===== src/rtl/evt_pkg.sv =====
package evt_pkg;

    typedef enum logic [1:0] {
        HS_OFF   = 2'd0,
        HS_COUNT = 2'd1,
        HS_DONE  = 2'd2
    } hs_state_t;

    typedef enum logic [1:0] {
        LS_OFF    = 2'd0,
        LS_WATCH  = 2'd1,
        LS_SETTLE = 2'd2,
        LS_DONE   = 2'd3
    } ls_state_t;

endpackage


===== src/rtl/evt_sync.sv =====
module evt_sync #(
    parameter int WIDTH  = 2,
    parameter int STAGES = 2
) (
    input  logic             clk,
    input  logic             rst_n,
    input  logic [WIDTH-1:0] din,
    output logic [WIDTH-1:0] dout
);

    for (genvar b = 0; b < WIDTH; b++) begin : g_bit
        logic [STAGES-1:0] chain_q;

        always_ff @(posedge clk or negedge rst_n) begin
            if (!rst_n) begin
                chain_q <= '0;
            end else begin
                chain_q <= {chain_q[STAGES-2:0], din[b]};
            end
        end

        assign dout[b] = chain_q[STAGES-1];
    end

endmodule


===== src/rtl/evt_hs_path.sv =====
module evt_hs_path
    import evt_pkg::*;
#(
    parameter int CNT_W = 8
) (
    input  logic             clk,
    input  logic             rst_n,
    input  logic             level,
    input  logic             enable,
    input  logic             override,
    input  logic [CNT_W-1:0] target,
    input  logic             clr,
    output logic             flag,
    output logic             kick
);

    localparam int CW = CNT_W + 1;

    hs_state_t        state_q, state_d;
    logic [CNT_W-1:0] cnt_q, cnt_d;
    logic             prev_q;
    logic             kick_q;
    logic             rise, fall;
    logic [CW-1:0]    cnt_inc;
    logic [CW-1:0]    goal;
    logic             active;

    assign rise    = level & ~prev_q;
    assign fall    = ~level & prev_q;
    assign cnt_inc = {1'b0, cnt_q} + CW'(1);
    assign goal    = (target == '0) ? CW'(1) : {1'b0, target};
    assign active  = enable & ~override;

    // state register
    always_ff @(posedge clk or negedge rst_n) begin
        if (!rst_n) begin
            state_q <= HS_OFF;
            cnt_q   <= '0;
            prev_q  <= 1'b0;
            kick_q  <= 1'b0;
        end else begin
            state_q <= state_d;
            cnt_q   <= cnt_d;
            prev_q  <= level;
            kick_q  <= override & (rise | fall);
        end
    end

    // next-state logic
    always_comb begin
        state_d = state_q;
        cnt_d   = cnt_q;
        unique case (state_q)
            HS_OFF: begin
                cnt_d = '0;
                if (active) state_d = HS_COUNT;
            end
            HS_COUNT: begin
                if (!active) begin
                    state_d = HS_OFF;
                    cnt_d   = '0;
                end else if (clr) begin
                    cnt_d = '0;
                end else if (rise) begin
                    if (cnt_inc >= goal) begin
                        state_d = HS_DONE;
                        cnt_d   = '0;
                    end else begin
                        cnt_d = cnt_inc[CNT_W-1:0];
                    end
                end
            end
            HS_DONE: begin
                cnt_d = '0;
                if (clr) state_d = active ? HS_COUNT : HS_OFF;
            end
            default: begin
                state_d = HS_OFF;
                cnt_d   = '0;
            end
        endcase
    end

    // outputs
    always_comb begin
        flag = (state_q == HS_DONE);
        kick = kick_q;
    end

    a_r4_hs_hold: assert property (@(posedge clk) disable iff (!rst_n)
        (flag && !clr) |=> flag);
    a_r4_hs_clear: assert property (@(posedge clk) disable iff (!rst_n)
        (flag && clr) |=> !flag);
    a_r8_no_count_override: assert property (@(posedge clk) disable iff (!rst_n)
        (override && !flag) |=> !flag);
    a_r7_hs_disabled: assert property (@(posedge clk) disable iff (!rst_n)
        (!enable && !flag) |=> !flag);
    a_r8_kick_needs_edge: assert property (@(posedge clk) disable iff (!rst_n)
        (kick && !override) |-> $past(override));

endmodule


===== src/rtl/evt_ls_path.sv =====
module evt_ls_path
    import evt_pkg::*;
#(
    parameter int SHORT_TICKS = 1024,
    parameter int LONG_TICKS  = 16384
) (
    input  logic clk,
    input  logic rst_n,
    input  logic level,
    input  logic enable,
    input  logic long_sel,
    input  logic clr,
    output logic flag
);

    localparam int TW = $clog2(LONG_TICKS + 1);

    ls_state_t     state_q, state_d;
    logic [TW-1:0] timer_q, timer_d;
    logic          base_q, base_d;
    logic [TW-1:0] window_m1;

    assign window_m1 = long_sel ? TW'(LONG_TICKS - 1) : TW'(SHORT_TICKS - 1);

    // state register
    always_ff @(posedge clk or negedge rst_n) begin
        if (!rst_n) begin
            state_q <= LS_OFF;
            timer_q <= '0;
            base_q  <= 1'b0;
        end else begin
            state_q <= state_d;
            timer_q <= timer_d;
            base_q  <= base_d;
        end
    end

    // next-state logic
    always_comb begin
        state_d = state_q;
        timer_d = timer_q;
        base_d  = base_q;
        unique case (state_q)
            LS_OFF: begin
                base_d  = level;
                timer_d = '0;
                if (enable) state_d = LS_WATCH;
            end
            LS_WATCH: begin
                timer_d = '0;
                if (!enable) begin
                    state_d = LS_OFF;
                end else if (level != base_q) begin
                    state_d = LS_SETTLE;
                end
            end
            LS_SETTLE: begin
                if (!enable) begin
                    state_d = LS_OFF;
                    timer_d = '0;
                end else if (level == base_q) begin
                    state_d = LS_WATCH;
                    timer_d = '0;
                end else if (timer_q >= window_m1) begin
                    state_d = LS_DONE;
                    base_d  = level;
                    timer_d = '0;
                end else begin
                    timer_d = timer_q + TW'(1);
                end
            end
            LS_DONE: begin
                timer_d = '0;
                if (clr) begin
                    base_d  = level;
                    state_d = enable ? LS_WATCH : LS_OFF;
                end
            end
            default: begin
                state_d = LS_OFF;
                timer_d = '0;
            end
        endcase
    end

    // outputs
    always_comb begin
        flag = (state_q == LS_DONE);
    end

    a_r4_ls_hold: assert property (@(posedge clk) disable iff (!rst_n)
        (flag && !clr) |=> flag);
    a_r4_ls_clear: assert property (@(posedge clk) disable iff (!rst_n)
        (flag && clr) |=> !flag);
    a_r7_ls_disabled: assert property (@(posedge clk) disable iff (!rst_n)
        (!enable && !flag) |=> !flag);
    a_r10_base_frozen: assert property (@(posedge clk) disable iff (!rst_n)
        (flag && !clr) |=> $stable(base_q));
    a_r5_timer_bound: assert property (@(posedge clk) disable iff (!rst_n)
        (state_q == LS_SETTLE) |-> (timer_q <= TW'(LONG_TICKS - 1)));

endmodule


===== src/rtl/evt_detect_top.sv =====
module evt_detect_top #(
    parameter int CNT_W       = 8,
    parameter int SHORT_TICKS = 1024,
    parameter int LONG_TICKS  = 16384
) (
    input  logic             clk,
    input  logic             rst_n,
    input  logic             hs_in,
    input  logic             ls_in,
    input  logic [1:0]       cfg_enable,
    input  logic             cfg_wdt_override,
    input  logic             cfg_long_db,
    input  logic [CNT_W-1:0] cfg_target,
    input  logic             clr_hs,
    input  logic             clr_ls,
    output logic             hs_flag,
    output logic             ls_flag,
    output logic             irq,
    output logic             wdt_kick
);

    localparam int SYNC_STAGES = 2;
    localparam int EN_HS       = 1;
    localparam int EN_LS       = 0;

    logic [1:0] synced;

    evt_sync #(
        .WIDTH (2),
        .STAGES(SYNC_STAGES)
    ) sync_i (
        .clk  (clk),
        .rst_n(rst_n),
        .din  ({hs_in, ls_in}),
        .dout (synced)
    );

    evt_hs_path #(
        .CNT_W(CNT_W)
    ) hs_i (
        .clk     (clk),
        .rst_n   (rst_n),
        .level   (synced[1]),
        .enable  (cfg_enable[EN_HS]),
        .override(cfg_wdt_override),
        .target  (cfg_target),
        .clr     (clr_hs),
        .flag    (hs_flag),
        .kick    (wdt_kick)
    );

    evt_ls_path #(
        .SHORT_TICKS(SHORT_TICKS),
        .LONG_TICKS (LONG_TICKS)
    ) ls_i (
        .clk     (clk),
        .rst_n   (rst_n),
        .level   (synced[0]),
        .enable  (cfg_enable[EN_LS]),
        .long_sel(cfg_long_db),
        .clr     (clr_ls),
        .flag    (ls_flag)
    );

    assign irq = hs_flag | ls_flag;

endmodule


===== config.mk =====
export PLATFORM = sky130hd
export DESIGN_NAME = evt_detect_top
export DESIGN_NICKNAME = d
export VERILOG_FILES = /design/src/rtl/evt_pkg.sv /design/src/rtl/evt_sync.sv /design/src/rtl/evt_hs_path.sv /design/src/rtl/evt_ls_path.sv /design/src/rtl/evt_detect_top.sv
export SDC_FILE = /design/constraint.sdc
export NUM_CORES = 1
export LEC_CHECK = 0
export ABC_AREA = 1
export BUFFER_PORTS_ARGS = -buffer_cell sky130_fd_sc_hd__buf_2
export CAP_MARGIN = 20
export CORE_ASPECT_RATIO = 0.6
export CORE_UTILIZATION = 30
export CTS_CLUSTER_SIZE = 24
export DETAILED_ROUTE_END_ITERATION = 6
export SLEW_MARGIN = 20
export SYNTH_ARGS = -nofsm -noshare
export SYNTH_HDL_FRONTEND = slang
export SYNTH_SLANG_ARGS = --single-unit

===== constraint.sdc =====
create_clock -name clk -period 6.3 [get_ports clk]
set_input_delay 0.315 -clock clk [delete_from_list [all_inputs] [get_ports clk]]
set_output_delay 0.315 -clock clk [all_outputs]
set_load 0.02 [all_outputs]

==> impl_metrics.prom, run 1 <==
# TYPE chip_impl_metric gauge
chip_impl_info{name="cp_cell_sequence",value="ha_1 > nand3_1 > nor2_1 > xor2_1 > ha_1 > nand2_1 > inv_1 > nand2_1 > nand2_1 > nand2_1 > nand2_1 > nor2_2 > inv_1 > o22ai_1"} 1
chip_impl_metric{name="wire_per_inst",unit="µm"} 10.73
chip_impl_info{name="setup_crit_path_kind",value="register to register"} 1
chip_impl_metric{name="buffer_ports.inserted",unit=""} 21
chip_impl_metric{name="switching_share",unit="%"} 28.22
chip_impl_metric{name="placement.cell_area",unit="µm²"} 2247
chip_impl_metric{name="die_height",unit="µm"} 66.01
chip_impl_metric{name="cts_inserted_buffers",unit=""} 5
chip_impl_metric{name="yosysUniqueCellTypes",unit=""} 32
chip_impl_metric{name="crit_path_max_incr_delay",unit="ps"} 370
chip_impl_metric{name="final_antenna_net_count",unit=""} 0
chip_impl_metric{name="grt_pass1_wl",unit="mm"} 6.665
chip_impl_info{name="yosysTopAreaCell",value="dfrtp_1"} 1
chip_impl_info{name="rsz0062_at_grt",value="false"} 1
chip_impl_metric{name="worst_ep_required_time",unit="ps"} 6490
chip_impl_metric{name="worst_ir_drop_vdd",unit="mV"} 0.1151
chip_impl_metric{name="worst_clock_skew",unit="ps"} 4.039
chip_impl_metric{name="core.rowCount",unit=""} 22
chip_impl_metric{name="share_seq_of_total_power",unit="%"} 41.3
chip_impl_metric{name="dr.pass1.iters",unit=""} 4
chip_impl_info{name="min-delay-path-class",value="primary input to asynchronous set/reset pin"} 1
chip_impl_metric{name="finalWeightedCongestion",unit=""} 0.7926
chip_impl_info{name="cp-start-kind",value="register"} 1
chip_impl_metric{name="layout-drive-gt1-share",unit="%"} 16.37
chip_impl_metric{name="synthesis.instances",unit=""} 253
chip_impl_metric{name="timing.critical_path.fanout_max",unit=""} 7
chip_impl_metric{name="fillCellCount",unit=""} 649
chip_impl_info{name="synth_ff_type",value="dfrtp_1"} 1
chip_impl_metric{name="cts.reportedPaths.clkPinSlew",unit="ps"} 50
chip_impl_metric{name="route.vias.total",unit=""} 1597
chip_impl_metric{name="cts-htree-levels",unit=""} 2
chip_impl_metric{name="finalCriticalPeriod",unit="ps"} 2287
chip_impl_metric{name="p_total",unit="W"} 0.0005977
chip_impl_info{name="yosys-top-cells-count",value="nand2_1, inv_1, dfrtp_1"} 1
chip_impl_metric{name="synth_top_area_share",unit="%"} 41.54
chip_impl_metric{name="final_max_slew_viol_count",unit=""} 0
chip_impl_metric{name="fin_area",unit="µm²"} 2399
chip_impl_metric{name="cts_num_sinks",unit=""} 34
chip_impl_metric{name="place_hpwl",unit="mm"} 2.985
chip_impl_metric{name="finalCritPeriodShare",unit="%"} 36.31
chip_impl_metric{name="areaGrowthSynthToFinish",unit="%"} 17.10
chip_impl_info{name="path_delay_family",value="simple AND/OR/NAND/NOR gates"} 1
chip_impl_metric{name="synth-seq-cells",unit=""} 34
chip_impl_metric{name="tightest_slew",unit="ps"} 756.3
chip_impl_metric{name="cap_violations",unit=""} 0
chip_impl_info{name="synthTopCellsByArea",value="dfrtp_1, nand2_1, ha_1, inv_1, xor2_1"} 1
chip_impl_metric{name="final_net_count",unit=""} 313
chip_impl_metric{name="cts_buffer_depth",unit=""} 2
chip_impl_metric{name="antenna_cells_inserted",unit=""} 0
chip_impl_metric{name="netSwitchingPower",unit="W"} 0.0001687
chip_impl_metric{name="cp.arrival",unit="ps"} 2480
chip_impl_metric{name="synth-edff-count",unit=""} 0
chip_impl_metric{name="route.detailed.drc",unit=""} 0
chip_impl_metric{name="cts-hold-fix-buffers",unit=""} 0
chip_impl_metric{name="maxSlewHeadroom",unit="%"} 49.58
chip_impl_metric{name="finalSetupViolations",unit=""} 0
chip_impl_metric{name="async_reset_ff_share",unit="%"} 100.0
chip_impl_metric{name="mappedNetlistNets",unit=""} 286
chip_impl_metric{name="share_clk_of_total_power",unit="%"} 40.5
chip_impl_metric{name="globalRoute.totalOverflow",unit=""} 0
chip_impl_metric{name="synthesis.area",unit="µm²"} 2048
chip_impl_metric{name="power.density",unit="nW/µm²"} 249.2
chip_impl_metric{name="number_of_antenna_violations_at_the_first_check_in_global_routing",unit=""} 0
chip_impl_info{name="clk_root_buffer_cell",value="clkbuf_16"} 1
chip_impl_metric{name="internal-power",unit="W"} 0.0004290
chip_impl_metric{name="initial_cell_density_of_the_core",unit="%"} 32.21
chip_impl_metric{name="footprint_of_the_multi_input_gates",unit="µm²"} 1006
chip_impl_metric{name="die_w",unit="µm"} 108.7
chip_impl_metric{name="ctsResizeCount",unit=""} 0
chip_impl_info{name="run_status",value="complete, no violations"} 1
chip_impl_metric{name="timing_hold_violations_final",unit=""} 0
chip_impl_metric{name="drt_iter0_drc",unit=""} 90
chip_impl_metric{name="grt_start_max_net_pins",unit=""} 35
chip_impl_metric{name="ioPinCount",unit=""} 22
chip_impl_metric{name="power.share.combinational",unit="%"} 18.3
chip_impl_metric{name="post-cts-setup-buffers",unit=""} 0
chip_impl_metric{name="postLayoutCoreUtil",unit="%"} 37.72
chip_impl_info{name="end_kind",value="register"} 1
chip_impl_metric{name="viasPerCell",unit=""} 4.375
chip_impl_info{name="worst_path_max_delay_cell",value="dfrtp_1"} 1
chip_impl_metric{name="final-seq-area",unit="µm²"} 850.8
chip_impl_metric{name="peak_freq",unit="GHz"} 0.4372
chip_impl_metric{name="crit_buf_inv",unit=""} 2
chip_impl_metric{name="routed_wirelength",unit="mm"} 3.917
chip_impl_metric{name="grt_pass1_vias",unit=""} 1480
chip_impl_metric{name="grt_use_total",unit="%"} 12.41
chip_impl_metric{name="ys.warnings.count",unit=""} 0
chip_impl_metric{name="setup-tns-final",unit="ps"} 0
chip_impl_info{name="cts_tree",value="done"} 1
chip_impl_info{name="synthMostInstantiatedCell",value="nand2_1"} 1
chip_impl_metric{name="area_of_the_die",unit="µm²"} 7173
chip_impl_metric{name="power.leakage",unit="nW"} 1.274
chip_impl_info{name="cp_common_cell",value="nand2_1"} 1
chip_impl_metric{name="mean_cell_area_of_the_mapped_netlist",unit="µm²"} 8.096
chip_impl_metric{name="design.core.area",unit="µm²"} 6359
chip_impl_metric{name="insertion_delay",unit="ps"} 270
chip_impl_metric{name="synth.yosys.seq_area_share",unit="%"} 41.54
## state kept, by name, indices dropped and copies added (netlist names)
name                  flops
ls_i.timer_q             15
hs_i.cnt_q                8
sync_i.g_bit.chain_q      4
hs_i.state_q              2
ls_i.state_q              2
hs_i.kick                 1
hs_i.prev_q               1
ls_i.base_q               1
## kinds of logic (layout without fill, tap and decap cells)
| logic type | count (synthesis) | after routing | share of synthesized area, % |
|---|---|---|---|
| AND/OR/NAND/NOR | 118 | 118 | 27.73 |
| XOR/XNOR | 12 | 12 | 5.131 |
| buffers and inverters | 49 | 77 | 9.346 |
| flip-flops | 34 | 34 | 41.54 |
| AO/OA/AOI/OAI | 25 | 25 | 7.087 |
| adder cells (fa/ha/maj) | 15 | 15 | 9.163 |
## per-layer routing
layer,wire [µm],track usage [%],up-vias
met1,2234,17.93,708
met2,1489,16.69,24
li1,-,-,858
met5,0,0,-
met3,132,3.645,7
met4,60,5.574,0
## worst paths after layout
kind | startpoint | to | slack, ps | cells after the start
worst max-delay path | hs_i.cnt_q[0] | hs_i.cnt_q[5] | 4010 | 14
max in group asynchronous | rst_n | sync_i.g_bit[0].chain_q[1] | 5710 | 1
min in group clk | hs_in | sync_i.g_bit[1].chain_q[0] | 150 | 1
worst max register to register | hs_i.cnt_q[0] | hs_i.cnt_q[5] | 4010 | 14
worst min-delay path | rst_n | ls_i.timer_q[8] | 110 | 1
worst min register to register | sync_i.g_bit[0].chain_q[0] | sync_i.g_bit[0].chain_q[1] | 350 | 0
## stage by stage
step,hold WS (ps),worst slack [ps],instances
2_1_floorplan,19.41,4326,253
4_1_cts,145.1,4002,365
3_3_place_gp,341.4,4135,357
3_5_place_dp,346.4,4009,357
5_1_grt,145.6,3725,365
6_report,113.6,4013,365
## cells in the final DEF (no fill, tap or decap), types with 2 or more instances in the layout
cell type  instances
a21oi_1            6
buf_2             21
clkbuf_16          5
dfrtp_1           34
ha_1              15
inv_1             45
inv_2              3
nand2_1           59
nand3_1            8
nand3_2            2
nand4_1            4
nor2_1            24
nor2_2             5
nor2_4             2
nor3_1             4
nor3b_1            3
o21ai_0           10
o22ai_1            3
xor2_1            11
## power by group through the flow
stage | Sequential, W | Combinational (W) | Clock [W]
after detailed placement | 0.000250 | 0.000108 | 0
after global routing | 0.000249 | 0.000125 | 0.000258
final | 0.000247 | 0.000109 | 0.000242
after CTS | 0.000247 | 0.000109 | 0.000250
after floorplan | 0.000248 | 0.0000797 | 0
after global placement | 0.000250 | 0.000105 | 0
## layout make-up
cell class / count / share of cell area, %
clock buffers: 6 / 5.790
well taps: 84 / 4.382
clock inverters: 2 / 0.5216
flip-flops and latches: 34 / 35.47
repair buffers: 21 / 4.382
multi-input cells: 170 / 41.94
inverters: 48 / 7.512
Note: power is estimated with default switching activity, not from simulation.
==> inputs of run 2 (changes only) <==
ABC_AREA = 0   (was 1)
clock period = 1.9 ns   (was 6.3 ns; I/O delays follow)
==> run 2 against run 1 <==
Net effect: the run now ends with setup timing left; clock skew down 0.67 ps; worst hold slack got worse by 91 ps; area after synthesis is 4.3% lower; clock power rose by 120%; via count rose by 0.44%; die area decreased by 4.2%; first-iteration DRC count decreased by 3.3%; final cell count is 7.1% lower; global-route usage grew 0.93 points; synthesized cell count is 17% lower; sequential power grew to 3.3 times the previous value; register-to-register slack lost 4600 ps; critical path type unchanged; largest cell class unchanged; largest power group unchanged.
==> impl_metrics.prom, run 2 <==
# TYPE chip_impl_metric gauge
chip_impl_metric{name="die_w",unit="µm"} 106.4
chip_impl_metric{name="tightest_slew",unit="ps"} 765.6
chip_impl_info{name="run_status",value="finished with violations"} 1
chip_impl_info{name="clk_root_buffer_cell",value="clkbuf_8"} 1
chip_impl_metric{name="synth.yosys.seq_area_share",unit="%"} 43.40
chip_impl_info{name="rr_endpoint",value="hs_i.state_q[0]"} 1
chip_impl_metric{name="synth-seq-cells",unit=""} 34
chip_impl_metric{name="timing.critical_path.fanout_max",unit=""} 11
chip_impl_info{name="timing.hold.worst_endpoint",value="hs_i.state_q[1]"} 1
chip_impl_metric{name="finalCriticalPeriod",unit="ps"} 2463
chip_impl_metric{name="regToRegSetupSlack",unit="ps"} -560
chip_impl_metric{name="areaGrowthSynthToFinish",unit="%"} 27.31
chip_impl_metric{name="cap_violations",unit=""} 0
chip_impl_metric{name="cp.arrival",unit="ps"} 2670
chip_impl_info{name="layout.cells.most_common",value="dfrtp_1"} 1
chip_impl_info{name="synthTopCellsByArea",value="dfrtp_1, ha_1, xor2_1, nand2_1, nor2_1"} 1
chip_impl_metric{name="cts_num_sinks",unit=""} 34
chip_impl_metric{name="route.vias.total",unit=""} 1604
chip_impl_metric{name="design.core.area",unit="µm²"} 6221
chip_impl_metric{name="rr_worst_depth",unit=""} 12
chip_impl_info{name="cp_cell_sequence",value="buf_6 > ha_4 > nand3_4 > nor2_4 > xor2_1 > ha_1 > and3_4 > a221o_1 > a31oi_1 > buf_4 > a21oi_1 > a31oi_1"} 1
chip_impl_metric{name="finalWorstSetupSlack",unit="ps"} -563.5
chip_impl_metric{name="fin_area",unit="µm²"} 2496
chip_impl_info{name="highest_count_cells_in_the_layout_ignoring_fill_and_taps",value="dfrtp_1, nand2_1, buf_2"} 1
chip_impl_metric{name="power.density",unit="nW/µm²"} 652.9
chip_impl_metric{name="area_of_the_die",unit="µm²"} 6873
chip_impl_metric{name="worst_ir_drop_vdd",unit="mV"} 0.3025
chip_impl_metric{name="mappedNetlistNets",unit=""} 242
chip_impl_info{name="yosysTopAreaCell",value="dfrtp_1"} 1
chip_impl_metric{name="cts.reportedPaths.clkPinSlew",unit="ps"} 60
chip_impl_info{name="path_delay_family",value="compound AO/OA/AOI/OAI gates"} 1
chip_impl_metric{name="grt_use_total",unit="%"} 13.35
chip_impl_metric{name="antenna_cells_inserted",unit=""} 0
chip_impl_metric{name="synthesis.area",unit="µm²"} 1961
chip_impl_metric{name="initial_cell_density_of_the_core",unit="%"} 31.52
chip_impl_metric{name="globalRoute.totalOverflow",unit=""} 0
chip_impl_info{name="yosys-top-cells-count",value="dfrtp_1, nand2_1, nor2_1"} 1
chip_impl_info{name="rsz0062_at_grt",value="true"} 1
chip_impl_metric{name="power.share.combinational",unit="%"} 17.4
chip_impl_info{name="setup_crit_path_kind",value="register to register"} 1
chip_impl_metric{name="insertion_delay",unit="ps"} 290
chip_impl_metric{name="cts_inserted_buffers",unit=""} 5
chip_impl_info{name="cts_tree",value="done"} 1
chip_impl_info{name="synth_ff_type",value="dfrtp_1"} 1
chip_impl_metric{name="synth-edff-count",unit=""} 0
chip_impl_metric{name="fillCellCount",unit=""} 629
chip_impl_metric{name="async_reset_ff_share",unit="%"} 100.0
chip_impl_info{name="worst_path_max_delay_cell",value="dfrtp_1"} 1
chip_impl_metric{name="final_net_count",unit=""} 288
chip_impl_metric{name="power.leakage",unit="nW"} 1.163
chip_impl_metric{name="yosysUniqueCellTypes",unit=""} 37
chip_impl_metric{name="postLayoutCoreUtil",unit="%"} 40.12
chip_impl_metric{name="placement.cell_area",unit="µm²"} 2320
chip_impl_metric{name="grt_pass1_vias",unit=""} 1547
chip_impl_metric{name="final_antenna_net_count",unit=""} 0
chip_impl_metric{name="ioPinCount",unit=""} 22
chip_impl_metric{name="dr.pass1.iters",unit=""} 4
chip_impl_metric{name="number_of_antenna_violations_at_the_first_check_in_global_routing",unit=""} 0
chip_impl_info{name="cp-start-kind",value="register"} 1
chip_impl_metric{name="final_max_slew_viol_count",unit=""} 0
chip_impl_metric{name="netSwitchingPower",unit="W"} 0.0004459
chip_impl_metric{name="core.rowCount",unit=""} 22
chip_impl_info{name="violations",value="setup timing"} 1
chip_impl_metric{name="cts-htree-levels",unit=""} 2
chip_impl_info{name="min-delay-path-class",value="primary input to register"} 1
chip_impl_metric{name="internal-power",unit="W"} 0.001184
chip_impl_metric{name="finalSetupViolations",unit=""} 10
chip_impl_metric{name="share_seq_of_total_power",unit="%"} 49.9
chip_impl_metric{name="routed_wirelength",unit="mm"} 4.159
chip_impl_metric{name="share_clk_of_total_power",unit="%"} 32.7
chip_impl_metric{name="finalWeightedCongestion",unit=""} 0.8396
chip_impl_metric{name="whs_path_depth",unit=""} 2
chip_impl_metric{name="grt_pass1_wl",unit="mm"} 7.189
chip_impl_metric{name="timing_hold_violations_final",unit=""} 0
chip_impl_metric{name="synthesis.instances",unit=""} 209
chip_impl_metric{name="max_ffs_per_register",unit=""} 15
chip_impl_metric{name="wire_per_inst",unit="µm"} 12.27
chip_impl_metric{name="switching_share",unit="%"} 27.36
chip_impl_metric{name="mean_cell_area_of_the_mapped_netlist",unit="µm²"} 9.381
chip_impl_metric{name="grt_start_max_net_pins",unit=""} 35
chip_impl_metric{name="layout-drive-gt1-share",unit="%"} 24.31
chip_impl_info{name="reg_top3",value="ls_i.timer_q: 15 flops, hs_i.cnt_q: 8 flops, sync_i.g_bit.chain_q: 4 flops"} 1
chip_impl_metric{name="ys.warnings.count",unit=""} 0
chip_impl_metric{name="worst_clock_skew",unit="ps"} 3.366
chip_impl_info{name="critical_path.reg2reg.startpoint",value="hs_i.cnt_q[1]"} 1
chip_impl_info{name="largest_register",value="ls_i.timer_q"} 1
chip_impl_info{name="end_kind",value="register"} 1
chip_impl_metric{name="drt_iter0_drc",unit=""} 87
chip_impl_metric{name="finalCritPeriodShare",unit="%"} 129.7
chip_impl_metric{name="viasPerCell",unit=""} 4.732
chip_impl_metric{name="maxSlewHeadroom",unit="%"} 48.96
chip_impl_metric{name="route.detailed.drc",unit=""} 0
chip_impl_metric{name="synth_top_area_share",unit="%"} 43.40
chip_impl_metric{name="die_height",unit="µm"} 64.62
chip_impl_metric{name="crit_buf_inv",unit=""} 2
chip_impl_info{name="synthMostInstantiatedCell",value="dfrtp_1"} 1
chip_impl_metric{name="cts_buffer_depth",unit=""} 2
chip_impl_info{name="cp_common_cell",value="a31oi_1"} 1
chip_impl_info{name="hold_start",value="clr_hs"} 1
chip_impl_metric{name="buffer_ports.inserted",unit=""} 21
chip_impl_metric{name="place_hpwl",unit="mm"} 3.042
chip_impl_metric{name="footprint_of_the_multi_input_gates",unit="µm²"} 1100
chip_impl_metric{name="peak_freq",unit="GHz"} 0.4059
chip_impl_metric{name="worst_ep_required_time",unit="ps"} 2110
chip_impl_metric{name="final-seq-area",unit="µm²"} 852.1
chip_impl_metric{name="crit_path_max_incr_delay",unit="ps"} 380
run 2: cell types whose count changed in the layout (fill, tap and decap cells not counted), sizes merged, moves of 4 or more:
cell	change
xor2	+4
nand2	-39
nor2b	+6
inv	-32
nor2	-11
buf	+20
o21ai	-4
a21oi	+5
run 2: how the worst max path moves through the flow:
stage                   from               to  cells after the start
2_1_floorplan  hs_i.cnt_q[0]    hs_i.cnt_q[4]                     11
3_3_place_gp   hs_i.cnt_q[1]    hs_i.cnt_q[5]                     12
3_5_place_dp   hs_i.cnt_q[1]  hs_i.state_q[0]                     12
4_1_cts        hs_i.cnt_q[1]  hs_i.state_q[0]                     12
5_1_grt        hs_i.cnt_q[1]  hs_i.state_q[0]                     12
6_report       hs_i.cnt_q[1]  hs_i.state_q[0]                     12
run 2: what timing repair did:
item / in CTS / in global routing
resized for setup: 2 / 5
hold buffers: 3 / 0
cloned: 0 / 0
endpoints found under the setup margin: 10 / 26
endpoints found under the hold margin: 36 / 0
pin swaps: 2 / 1
setup buffers: 0 / 2
run 2: kinds of logic after synthesis:
family	synth area share, %
AO/OA/AOI/OAI	10.40
AND/OR/NAND/NOR	22.21
multiplexers	1.085
XOR/XNOR	8.488
flip-flops	43.40
adder cells (fa/ha/maj)	9.572
buffers and inverters	4.850
run 2: power by group through the flow:
| stage | logic, W | registers (W) | clock network [W] |
|---|---|---|---|
| global route | 0.000324 | 0.000819 | 0.000575 |
| global placement | 0.000270 | 0.000822 | 0 |
| CTS | 0.000283 | 0.000811 | 0.000552 |
| finish | 0.000283 | 0.000813 | 0.000534 |
| floorplan | 0.000192 | 0.000815 | 0 |
| detailed placement | 0.000277 | 0.000825 | 0 |
run 2: final cells by class:
class | count | share of cell area, %
inverter | 16 | 2.406
multi-input combinational | 154 | 44.06
tap | 84 | 4.211
timing repair buffer | 44 | 11.73
sequential | 34 | 34.14
clock buffer | 7 | 3.459
run 2: stage by stage:
step | instances | hold slack [ps] | setup slack, ps | power, W | setup TNS, ps
floorplan | 209 | -200.6 | -389.9 | 0.001007 | -3609
global placement | 327 | 205.6 | -521.2 | 0.001091 | -5113
detailed placement | 327 | 210.5 | -569.4 | 0.001102 | -5508
CTS | 337 | 15.76 | -580.5 | 0.001646 | -5572
global route | 339 | 39.62 | -702.9 | 0.001718 | -6670
finish | 339 | 22.28 | -563.5 | 0.001630 | -5453
run 2: per-layer routing:
metal / global-route usage [%] / part of all wire [%]
met1: 19.54 / 56
met2: 19.07 / 39
met3: 2.414 / 3.7
met4: 5.729 / 1.7
met5: 0 / 0
run 2: worst reg2reg max path: cells and delay by family (launching register included):
kind | cells | cell delay, ps
AOI/OAI and AO/OA | 4 | 730
xor gates and xnor gates | 1 | 170
adders and majority gates | 2 | 400
buffers and inverters | 2 | 330
DFF | 1 | 380
and+or+nand+nor | 3 | 370
==> inputs of run 3 (changes only) <==
CORE_ASPECT_RATIO = 0.7   (was 0.6)
CORE_MARGIN = 2   (was unset)
==> run 3 against run 2 <==
Net effect: clock skew is 8.8 ps higher; sequential power is essentially flat; highest routed layer unchanged; the flow still finishes with violations (setup timing); non-clock buffer count increased by 7; flip-flop and latch count unchanged; combinational power down 1%; final cell count rose by 0.59%; count of clock-buffer cells in the layout unchanged; power increased by 0.47%; critical endpoint is now hs_i.cnt_q[0].
==> impl_metrics.prom, run 3 (same netlist as run 2, synthesis figures left out) <==
# TYPE chip_impl_metric gauge
chip_impl_metric{name="regToRegSetupSlack",unit="ps"} -550
chip_impl_info{name="cts_tree",value="done"} 1
chip_impl_metric{name="finalCriticalPeriod",unit="ps"} 2448
chip_impl_metric{name="fin_area",unit="µm²"} 2532
chip_impl_metric{name="cts_num_sinks",unit=""} 34
chip_impl_metric{name="power.density",unit="nW/µm²"} 646.5
chip_impl_metric{name="initial_cell_density_of_the_core",unit="%"} 31.24
chip_impl_info{name="cp-start-kind",value="register"} 1
chip_impl_metric{name="finalWeightedCongestion",unit=""} 0.8562
chip_impl_metric{name="globalRoute.totalOverflow",unit=""} 0
chip_impl_metric{name="dp.cells",unit=""} 329
chip_impl_metric{name="fillCellCount",unit=""} 633
chip_impl_metric{name="cp.arrival",unit="ps"} 2660
chip_impl_metric{name="layout-drive-gt1-share",unit="%"} 26.62
chip_impl_info{name="hold_start",value="clr_hs"} 1
chip_impl_metric{name="timing.critical_path.fanout_max",unit=""} 11
chip_impl_metric{name="finalSetupViolations",unit=""} 10
chip_impl_info{name="violations",value="setup timing"} 1
chip_impl_metric{name="max_ffs_per_register",unit=""} 15
chip_impl_metric{name="grt_use_total",unit="%"} 12.31
chip_impl_metric{name="route.detailed.drc",unit=""} 0
chip_impl_metric{name="die_height",unit="µm"} 71.64
chip_impl_info{name="startpoint",value="hs_i.cnt_q[1]"} 1
chip_impl_metric{name="cts-htree-levels",unit=""} 2
chip_impl_metric{name="final_max_slew_viol_count",unit=""} 0
chip_impl_metric{name="grt_start_max_net_pins",unit=""} 35
chip_impl_metric{name="cts.reportedPaths.clkPinSlew",unit="ps"} 70
chip_impl_metric{name="route.vias.total",unit=""} 1607
chip_impl_metric{name="finalWorstSetupSlack",unit="ps"} -548.1
chip_impl_metric{name="cap_violations",unit=""} 0
chip_impl_metric{name="insertion_delay",unit="ps"} 280
chip_impl_info{name="critical_path.reg2reg.startpoint",value="hs_i.cnt_q[1]"} 1
chip_impl_metric{name="final_antenna_net_count",unit=""} 0
chip_impl_metric{name="die_w",unit="µm"} 100.6
chip_impl_metric{name="core.rowCount",unit=""} 24
chip_impl_metric{name="buffer_ports.inserted",unit=""} 21
chip_impl_metric{name="final-seq-area",unit="µm²"} 852.1
chip_impl_info{name="layout.cells.most_common",value="dfrtp_1"} 1
chip_impl_metric{name="peak_freq",unit="GHz"} 0.4085
chip_impl_metric{name="cts_inserted_buffers",unit=""} 5
chip_impl_metric{name="antenna_cells_inserted",unit=""} 0
chip_impl_info{name="reg_top3",value="ls_i.timer_q: 15 flops, hs_i.cnt_q: 8 flops, sync_i.g_bit.chain_q: 4 flops"} 1
chip_impl_info{name="rsz0062_at_grt",value="true"} 1
chip_impl_metric{name="footprint_of_the_multi_input_gates",unit="µm²"} 1090
chip_impl_info{name="end_kind",value="register"} 1
chip_impl_metric{name="grt_pass1_vias",unit=""} 1564
chip_impl_metric{name="area_of_the_die",unit="µm²"} 7208
chip_impl_metric{name="viasPerCell",unit=""} 4.713
chip_impl_metric{name="wire_per_inst",unit="µm"} 11.94
chip_impl_info{name="run_status",value="finished with violations"} 1
chip_impl_metric{name="final_net_count",unit=""} 295
chip_impl_metric{name="worst_ir_drop_vdd",unit="mV"} 0.2341
chip_impl_metric{name="areaGrowthSynthToFinish",unit="%"} 29.16
chip_impl_metric{name="maxSlewHeadroom",unit="%"} 50.54
chip_impl_metric{name="routed_wirelength",unit="mm"} 4.072
chip_impl_metric{name="grt_pass1_wl",unit="mm"} 7.017
chip_impl_info{name="clk_root_buffer_cell",value="clkbuf_8"} 1
chip_impl_metric{name="final.hold.worst_slack",unit="ps"} 12.31
chip_impl_metric{name="post_layout_nonfiller_instances",unit=""} 341
chip_impl_metric{name="tightest_slew",unit="ps"} 741.9
chip_impl_info{name="largest_register",value="ls_i.timer_q"} 1
chip_impl_metric{name="timing_hold_violations_final",unit=""} 0
chip_impl_metric{name="worst_ep_required_time",unit="ps"} 2110
chip_impl_metric{name="cts_buffer_depth",unit=""} 2
chip_impl_info{name="setup_crit_path_kind",value="register to register"} 1
chip_impl_metric{name="finalCritPeriodShare",unit="%"} 128.8
chip_impl_metric{name="ioPinCount",unit=""} 22
chip_impl_metric{name="power.leakage",unit="nW"} 1.199
chip_impl_metric{name="worst_clock_skew",unit="ps"} 12.13
chip_impl_metric{name="drt_iter0_drc",unit=""} 62
chip_impl_metric{name="design.core.area",unit="µm²"} 6276
chip_impl_metric{name="dr.pass1.iters",unit=""} 4
chip_impl_metric{name="placement.cell_area",unit="µm²"} 2372
chip_impl_metric{name="number_of_antenna_violations_at_the_first_check_in_global_routing",unit=""} 0
chip_impl_info{name="min-delay-path-class",value="primary input to register"} 1
chip_impl_metric{name="place_hpwl",unit="mm"} 3.072
chip_impl_info{name="highest_count_cells_in_the_layout_ignoring_fill_and_taps",value="dfrtp_1, buf_4, nand2_1, buf_2, nor2_1"} 1
chip_impl_metric{name="p_total",unit="W"} 0.001637
run 3: cell count changes in the layout (fill, tap and decap cells not counted), sizes merged:
cell,change
buf,+7
clkinv,+1
run 3: per-layer routing:
layer  wire [µm]  track usage (%)  vias up  part of all wire, %
li1            -                -      836                    -
met1        2112            17.46      739                   52
met2        1752            18.74       28                   43
met3         154            2.341        4                  3.8
met4          53            4.566        0                  1.3
met5           0                0        -                    0
run 3: repair_timing:
| action | 4_1_cts | 5_1_grt |
|---|---|---|
| setup endpoints to repair | 10 | 26 |
| gates resized for setup | 1 | 5 |
| setup buffers | 0 | 1 |
| hold endpoints to repair | 36 | 0 |
| pin swaps | 1 | 0 |
| hold buffers | 3 | 0 |
run 3: where the power goes:
group,switching (W),internal [W]
Sequential,0.0000432,0.000766
Clock,0.000256,0.000292
Combinational,0.000150,0.000129
run 3: cell type report:
type / count / share of cell area, %
inverter: 16 / 2.372
sequential: 34 / 33.65
multi-input combinational: 154 / 43.03
tap: 78 / 3.854
clock buffer: 7 / 3.409
timing repair buffer: 51 / 13.49
clock inverter: 1 / 0.1976
run 3: worst max-delay path: stages, from the launching register on:
cell and delay (ps):
dfrtp_1 420, ha_4 180, nand3_4 90, nor2_4 110
xor2_1 170, ha_1 270, and3_4 160, a221o_1 330
a31oi_1 140, buf_4 210, nand4b_1 150, a21oi_2 150
run 3: path summary, 6_finish.rpt:
| kind | to | cells after the start |
|---|---|---|
| min in group asynchronous | ls_i.timer_q[9] | 2 |
| hold reg to reg | sync_i.g_bit[1].chain_q[1] | 0 |
| max in group asynchronous | hs_i.cnt_q[2] | 2 |
| setup reg to reg | hs_i.cnt_q[0] | 11 |
| hold / removal | hs_i.state_q[1] | 2 |
| setup / recovery | hs_i.cnt_q[0] | 11 |
run 3: metrics by stage:
stage                     setup TNS (ps)  util [%]  setup WS, ps
after global placement             -4411     37.80        -509.9
after floorplan                    -3609         -        -389.9
final                              -4951     40.35        -548.1
after detailed placement           -4881     37.80        -517.2
after global routing               -6797     40.35        -749.6
after CTS                          -4933     39.81        -528.0
